[src/rtl/vxi_pkg.sv]
package vxi_pkg;
  typedef enum logic [1:0] {
    SZ_DWORD = 2'b00,
    SZ_WORD  = 2'b01,
    SZ_HALF  = 2'b10,
    SZ_BYTE  = 2'b11
  } elem_size_e;

  // log2 of the element width in bytes: the size code runs in reverse.
  function automatic logic [1:0] width_log2(input logic [1:0] code);
    return ~code;
  endfunction
endpackage

[src/rtl/vxi_index_decode.sv]
module vxi_index_decode #(
  parameter int IDX_W = 4
) (
  input  logic [1:0]         size_code,
  input  logic [2*IDX_W-1:0] imm,
  output logic [1:0]         log2w,
  output logic [IDX_W-1:0]   ins_idx,
  output logic [IDX_W-1:0]   ext_idx
);
  logic [IDX_W-1:0] cnt_mask;

  always_comb begin
    log2w    = vxi_pkg::width_log2(size_code);
    cnt_mask = {IDX_W{1'b1}} >> log2w;
    ins_idx  = imm[2*IDX_W-1:IDX_W] & cnt_mask;
    ext_idx  = imm[IDX_W-1:0] & cnt_mask;
  end
endmodule

[src/rtl/vxi_lane.sv]
module vxi_lane #(
  parameter int LANE_BYTES = 16,
  parameter int IDX_W      = 4
) (
  input  logic                    en,
  input  logic [1:0]              log2w,
  input  logic [IDX_W-1:0]        ins_idx,
  input  logic [IDX_W-1:0]        ext_idx,
  input  logic [LANE_BYTES*8-1:0] dst,
  input  logic [LANE_BYTES*8-1:0] src,
  output logic [LANE_BYTES*8-1:0] res
);
  logic [7:0] src_b [LANE_BYTES];

  for (genvar s = 0; s < LANE_BYTES; s++) begin : g_unpack
    assign src_b[s] = src[s*8 +: 8];
  end

  for (genvar b = 0; b < LANE_BYTES; b++) begin : g_byte
    logic [IDX_W-1:0] elem_no;
    logic [IDX_W-1:0] byte_off;
    logic [IDX_W-1:0] pick;
    logic             hit;

    always_comb begin
      elem_no  = IDX_W'(b) >> log2w;
      byte_off = IDX_W'(b) & ~({IDX_W{1'b1}} << log2w);
      pick     = (ext_idx << log2w) | byte_off;
      hit      = en && (elem_no == ins_idx);
      res[b*8 +: 8] = hit ? src_b[pick] : dst[b*8 +: 8];
    end
  end
endmodule

[src/rtl/vec_extract_insert.sv]
module vec_extract_insert #(
  parameter int VEC_W  = 256,
  parameter int LANE_W = 128
) (
  input  logic                              clk,
  input  logic                              rst,
  input  logic                              in_valid,
  input  logic                              in_wide,
  input  logic [1:0]                        in_size,
  input  logic [2*$clog2(LANE_W/8)-1:0]     in_imm,
  input  logic [VEC_W-1:0]                  in_dst,
  input  logic [VEC_W-1:0]                  in_src,
  output logic                              out_valid,
  output logic [VEC_W-1:0]                  out_data
);
  localparam int LANE_BYTES = LANE_W / 8;
  localparam int LANES      = VEC_W / LANE_W;
  localparam int IDX_W      = $clog2(LANE_BYTES);

  logic [1:0]       log2w;
  logic [IDX_W-1:0] ins_idx;
  logic [IDX_W-1:0] ext_idx;
  logic [VEC_W-1:0] next_data;

  vxi_index_decode #(.IDX_W(IDX_W)) u_dec (
    .size_code (in_size),
    .imm       (in_imm),
    .log2w     (log2w),
    .ins_idx   (ins_idx),
    .ext_idx   (ext_idx)
  );

  for (genvar l = 0; l < LANES; l++) begin : g_lane
    logic lane_en;
    assign lane_en = (l == 0) || in_wide;

    vxi_lane #(.LANE_BYTES(LANE_BYTES), .IDX_W(IDX_W)) u_lane (
      .en      (lane_en),
      .log2w   (log2w),
      .ins_idx (ins_idx),
      .ext_idx (ext_idx),
      .dst     (in_dst[l*LANE_W +: LANE_W]),
      .src     (in_src[l*LANE_W +: LANE_W]),
      .res     (next_data[l*LANE_W +: LANE_W])
    );
  end

  always_ff @(posedge clk) begin
    if (rst) begin
      out_valid <= 1'b0;
      out_data  <= '0;
    end else begin
      out_valid <= in_valid;
      if (in_valid) out_data <= next_data;
    end
  end
endmodule

[config.mk]
export PLATFORM = sky130hd
export DESIGN_NAME = vec_extract_insert
export DESIGN_NICKNAME = d
export VERILOG_FILES = /design/src/rtl/vxi_pkg.sv /design/src/rtl/vxi_index_decode.sv /design/src/rtl/vxi_lane.sv /design/src/rtl/vec_extract_insert.sv
export SDC_FILE = /design/constraint.sdc
export NUM_CORES = 2
export LEC_CHECK = 0
export CAP_MARGIN = 15
export CORE_AREA = 2 2 303 305
export CTS_BUF_LIST = sky130_fd_sc_hd__clkbuf_16
export DETAILED_ROUTE_END_ITERATION = 10
export DIE_AREA = 0 0 305 307
export PLACE_DENSITY = 0.53
export SYNTH_ARGS = -nofsm -noshare
export SYNTH_HDL_FRONTEND = slang
export SYNTH_SLANG_ARGS = --single-unit
[constraint.sdc]
create_clock -name clk -period 8 [get_ports clk]
set_input_delay 2.4 -clock clk [delete_from_list [all_inputs] [get_ports clk]]
set_output_delay 2.4 -clock clk [all_outputs]
set_load 0.01 [all_outputs]
Yosys cells after proc, flatten, opt, wreduce, memory -nomap -nowiden
Cells that the tools add are included.

word-level totals
  register bits = 257
  latch bits = 0
  RAM bits = 0
  memory bits (read-only) = 0
  input bits = 526
  output and inout bits = 257
  logic and storage cells = 231
  memories kept = 0

cells by class
  add/sub/neg operators = 0
  multiply operators = 0
  div/mod/pow operators = 0
  order comparisons = 16
  eq/ne operators = 16
  shift operators = 18
  muxes and demuxes = 128
  bitwise logic cells = 35
  reductions and logical operators = 16

operators by type and width
  operator               number
  $bmux W8 S4            32
  $mux W8                96
  $ge A5 B5 Y1 const B   16
  $not A4 Y5             16
  $eq A4 B4 Y1           16
  $or A4 B4 Y4           8
  $shr A4 B2 Y4 const A  8
  $logic_and A1 B1 Y1    16
  $or A4 B3 Y4           4
  $shr A3 B2 Y4 const A  4
  $and A4 B4 Y4          2
  $or A4 B2 Y4           2
  $shr A1 B2 Y4 const A  2
  $shr A2 B2 Y4 const A  2
  $not A4 Y4             1
  $or A4 B1 Y4           1
  $shl A4 B2 Y4          1
  $shl A4 B2 Y4 const A  1
  $not A2 Y2             1

Logic depth before layout (Yosys ltp)
  word-level depth = 10
  gate-level depth with buffers = 16
  depth with buffers taken out = 9

By module
From an unflattened synthesis, not the netlist that was laid out.

second synthesis, totals
  cell total of the unflattened synthesis = 3239
  area, all modules = 25298.0 um^2

by module, submodules not included
  module              times used  cells an instance  area each (um^2)  sequential area each (um^2)
  vxi_lane            2           1200               8002.7            0.0
  vec_extract_insert  1           829                9227.6            5144.9
  vxi_index_decode    1           10                 65.1              0.0

Worst setup path before layout
Ideal clock, no wire load.

  kind = input -> register
  start = in in_size[1]
  end = reg out_data[165]
  setup time = 0.122 ns
  data arrival time = 5.457 ns
  data required time = 7.878 ns
  setup slack = 2.422 ns
  stages on the path = 15
  cell sequence = buf_4 -> inv_2 -> clkbuf_1 -> clkbuf_1 -> ha_1 -> and3b_1 -> o21ai_1 -> buf_4 -> buf_2 -> buf_2 -> mux2i_1 -> mux2i_1 -> a22oi_1 -> o221ai_1 -> a221o_1

between the ends
  cells in the longest elaborated chain, start to end = 10
  elaborated cells on any way between the ends = 16
  classes of those cells = 1 x eq/ne; 4 x shift; 4 x mux; 6 x bitwise; 1 x reduce/logical

RTL lines
  item                                        RTL line                  RTL
  start: declaration                          vec_extract_insert.sv:9   input logic [1:0] in_size,
  $not A2 Y2 (*)                              vxi_pkg.sv:11             return ~code;
  $shr A4 B2 Y4                               vxi_index_decode.sv:14    cnt_mask = {IDX_W{1'b1}} >> log2w;
  $and A4 B4 Y4                               vxi_index_decode.sv:16    ext_idx = imm[IDX_W-1:0] & cnt_mask;
  $shl A4 B2 Y4                               vxi_lane.sv:28            pick = (ext_idx << log2w) | byte_off;
  $or A4 B3 Y4                                vxi_lane.sv:28
  $not A4 Y5 (not written as such)            vxi_lane.sv:30            res[b*8 +: 8] = hit ? src_b[pick] : dst[b*8 +: 8];
  $bmux W8 S4                                 vxi_lane.sv:30
  $mux W8 (not written as such) (2 in a row)  vxi_lane.sv:30
  $mux W8 (*)                                 vxi_lane.sv:30
  end signal: assignment                      vec_extract_insert.sv:54  if (in_valid) out_data <= next_data;
  end: declaration                            vec_extract_insert.sv:14  output logic [VEC_W-1:0] out_data

Mark *: on every way between the ends. The rest lies on a longest branch, timed or not. The select of a mux whose other input is x is not followed.
A chain may end at the register's enable or synchronous reset.

Worst setup path after layout
  start = in in_size[0]
  end = reg out_data[26]

between the ends
  cells in the longest elaborated chain, start to end = 10
  elaborated cells on any way between the ends = 15
  classes of those cells = 1 x eq/ne; 4 x shift; 4 x mux; 6 x bitwise

RTL lines
  item                                        RTL line
  $not A2 Y2 (*)                              vxi_pkg.sv:11
  $shr A4 B2 Y4                               vxi_index_decode.sv:14
  $and A4 B4 Y4                               vxi_index_decode.sv:16
  $shl A4 B2 Y4                               vxi_lane.sv:28
  $or A4 B2 Y4                                vxi_lane.sv:28
  $not A4 Y5 (not written as such)            vxi_lane.sv:30
  $bmux W8 S4                                 vxi_lane.sv:30
  $mux W8 (not written as such) (2 in a row)  vxi_lane.sv:30
  $mux W8 (*)                                 vxi_lane.sv:30

Marked as above.

==> results.txt <==
status -> completed
reg2reg setup slack -> 6.91 ns
Worst EP arrival -> 6.72 ns
share of layout cells above drive strength 1 -> 7.79%
Reg-to-Reg End -> out_data[59]
Core Area -> 90700 um^2
Slew HR -> 18.0%
cts repair resizes -> 0
fmax -> 159 MHz
Core Rows -> 111
Hold Vio Cnt, Final -> 0
hold path cells -> 2
Synth Warn # -> 0
post-route design area -> 29000 um^2
dominant synthesized flop cell -> dfxtp_1
Worst IR Drop VDD -> 0.113 mV
sequence of cells on the critical path -> clkdlybuf4s50_1, buf_4, inv_1, ha_1, nor2b_1, mux4_4, buf_4, mux4_2, mux2i_1, o221ai_1
Via density -> 5.52
synthesized area -> 18800 um^2
Worst-Margin Slew -> 1.23 ns
CTS tree -> built
Total Routed Length -> 126000 um
RePlAce Congestion -> 0.919
clk slew on worst S/H paths -> 0.06 ns
post-place instance area -> 27900 um^2
P per Cell Area -> 167 nW/um^2
Unique masters post-synth -> 61
register area share after synthesis -> 27.4%
worst r2r path cells -> 3
synth-to-layout area growth -> 54.7%
Hold Crit Start -> out_data[113]
crit path launch type -> input port
vias -> 22100
clk_lat worst skew -> 0.58 ns
Sink Count -> 257
critical path's slowest cell -> mux4_4
hold buffer count at cts -> 0
drc violations -> 0
Post-Syn Nets -> 2602
cell mode on critical path -> buf_4
cells after synthesis -> 2070
asr flop ratio synth -> 0%
initial antenna violation count -> 28
CP required -> 8.41 ns
largest net degree at the start of global routing -> 142
DR pass1 iterations -> 6
largest cells by area after synthesis -> dfxtp_1 27%, mux2i_1 17%, a22o_1 8.6%, a21o_1 5.8%, mux4_2 3.6%
hpwl dp -> 101000 um
first-pass GRT wire length -> 173000 um
io pins -> 783
Final ANT Viol Nets -> 0
Hold EP -> out_data[113]
fin cells -> 3999
vias in the first global route -> 21900
RSZ-0062 raised after global routing -> no
die area -> 93600 um^2
fin. max-slew vios -> 0
pre-CTS WS -> 1.21 ns
reg-to-reg startpoint -> out_data[59]
clk_skew -> 0 ns
total CTS buffers -> 35
wire per inst -> 31.6 um
syn_area_per_cell -> 9.07 um^2
kind of critical path -> input port to flip-flop
Total Routing Usage GR -> 25.6%
GRT overflow -> 0
max-cap violation count -> 0
Clock Path Buffers -> 3
top-area cell type share of the netlist area -> 27.4%
Filler Cell Count -> 9447
placed cell count -> 3923
PortBufs -> 782
Root Buffer -> clkbuf_16
Setup violations, final -> 0
fin crit period -> 6.31 ns
Post-synth EDFFs -> 0
Chip Height -> 307 um
Leakage -> 0.0128 uW
Setup TNS -> 0 ns
Largest stage delay, worst path -> 0.94 ns
Post-CTS Setup Bufs -> 0
final worst path period share -> 78.8%
#FFs+latches synth -> 257
Starting Density -> 20.7%
CP max FO -> 47
Nets -> 3306
area leader, netlist -> dfxtp_1
CTS H-Tree Depth -> 2
HP Class -> flip-flop to flip-flop
crit end category -> flip-flop
final worst slack -> 1.69 ns
DRT iter0 DRCs -> 2403
Die Width -> 305 um
[layout by cell type (no fill, tap or decap), types with 12 or more instances in the layout]
cell / instances
mux4_2: 29
dfxtp_1: 257
nand4_1: 70
diode_2: 15
mux2_2: 37
and2_1: 22
a32oi_1: 24
o22ai_1: 36
a21oi_1: 25
o221ai_1: 62
a22o_1: 185
a21o_1: 144
nand3_1: 122
clkdlybuf4s50_1: 781
clkbuf_16: 36
a22oi_1: 56
nand2_1: 165
mux2i_1: 316
a221o_1: 55
a211o_1: 12
nor2_1: 61
buf_4: 51
o31ai_1: 59
[cells in the mapped netlist (3+ instances only)]
cell,number
mux2i_1,316
dfxtp_1,257
a22o_1,185
nand2_1,165
a21o_1,145
nand3_1,124
clkbuf_1,108
nand4_1,70
nor2_1,62
o221ai_1,62
o31ai_1,59
a22oi_1,56
a221o_1,55
mux2_2,37
o22ai_1,36
buf_2,32
mux4_2,30
a21oi_1,25
a32oi_1,24
and2_1,22
buf_1,17
buf_4,15
a211o_1,12
nand2b_1,12
a221oi_2,10
nor3_1,10
o21ai_0,10
xnor2_1,10
a222oi_1,8
a221oi_1,7
or2_2,7
and3_1,6
ha_1,6
inv_1,6
nor2_2,6
nor2b_1,6
o22a_1,6
a2bb2oi_1,5
a31oi_1,4
o21a_1,4
o211ai_1,3
o21ai_1,3
[how the worst max path moves through the flow]
stage / from / endpoint / slack (ns)
after CTS: in_size[0] / out_data[26] / 1.82
after global placement: in_size[0] / out_data[26] / 1.28
after floorplan: in_size[1] / out_data[165] / 2.42
after detailed placement: in_size[0] / out_data[26] / 1.21
final: in_size[0] / out_data[26] / 1.69
after global routing: in_size[0] / out_data[186] / 1.49
[cells by family (layout without fill, tap and decap cells)]
kind of cell             after synthesis  in the layout  share of synthesized area [%]
adder cells (fa/ha/maj)                6              6                          0.400
other                                  0             15                              0
flip-flops                           257            257                           27.4
AO/OA/AOI/OAI                        730            730                           31.9
buffers and inverters                182            910                           4.24
AND/OR/NAND/NOR                      500            500                           12.8
XOR/XNOR                              12             12                          0.560
multiplexers                         383            383                           22.7
[where the power goes]
group / total, uW / switching, uW / internal, uW / leakage, uW
sequential: 1460 / 68.5 / 1390 / 0.00212
combinational: 1860 / 1040 / 819 / 0.0102
clock: 1520 / 673 / 852 / 0.000536
[sequential cells by signal, indices dropped and copies added (netlist names)]
name and cells:
out_data 256, out_valid 1
[worst max-delay path: cells and delay by family]
family                     cells  cell delay (ns)
AOI/OAI and AO/OA              1             0.23
buffers and inverters          4             1.39
adders and majority gates      1             0.25
muxes                          3             2.00
and+or+nand+nor                1             0.37
[per-layer routing]
metal	GRT usage, %	wire length [um]
met1	33.7	54400
met2	42.1	58600
met3	5.95	10300
met4	6.21	2870
met5	0	172
[through the flow]
| step | power [uW] | hold WS (ns) | util, % |
|---|---|---|---|
| floorplan | 2310 | 0.473 | - |
| global placement | 3310 | 0.438 | 30.8 |
| detailed placement | 3310 | 0.451 | 30.8 |
| CTS | 4840 | 0.463 | 32.0 |
| global route | 5020 | 0.486 | 32.0 |
| finish | 4840 | 0.464 | 32.0 |
[cell type report]
class | instances | area (um^2) | area share (%)
Antenna cell | 15 | 37.5 | 0.129
Clock buffer | 36 | 901 | 3.10
Clock inverter | 25 | 166 | 0.573
Inverter | 7 | 26.3 | 0.0905
Multi-Input combinational cell | 1631 | 12900 | 44.5
Sequential cell | 257 | 5140 | 17.7
Tap cell | 1186 | 1480 | 5.11
Timing Repair Buffer | 842 | 8370 | 28.8
Note: power is estimated with default switching activity, not from simulation.
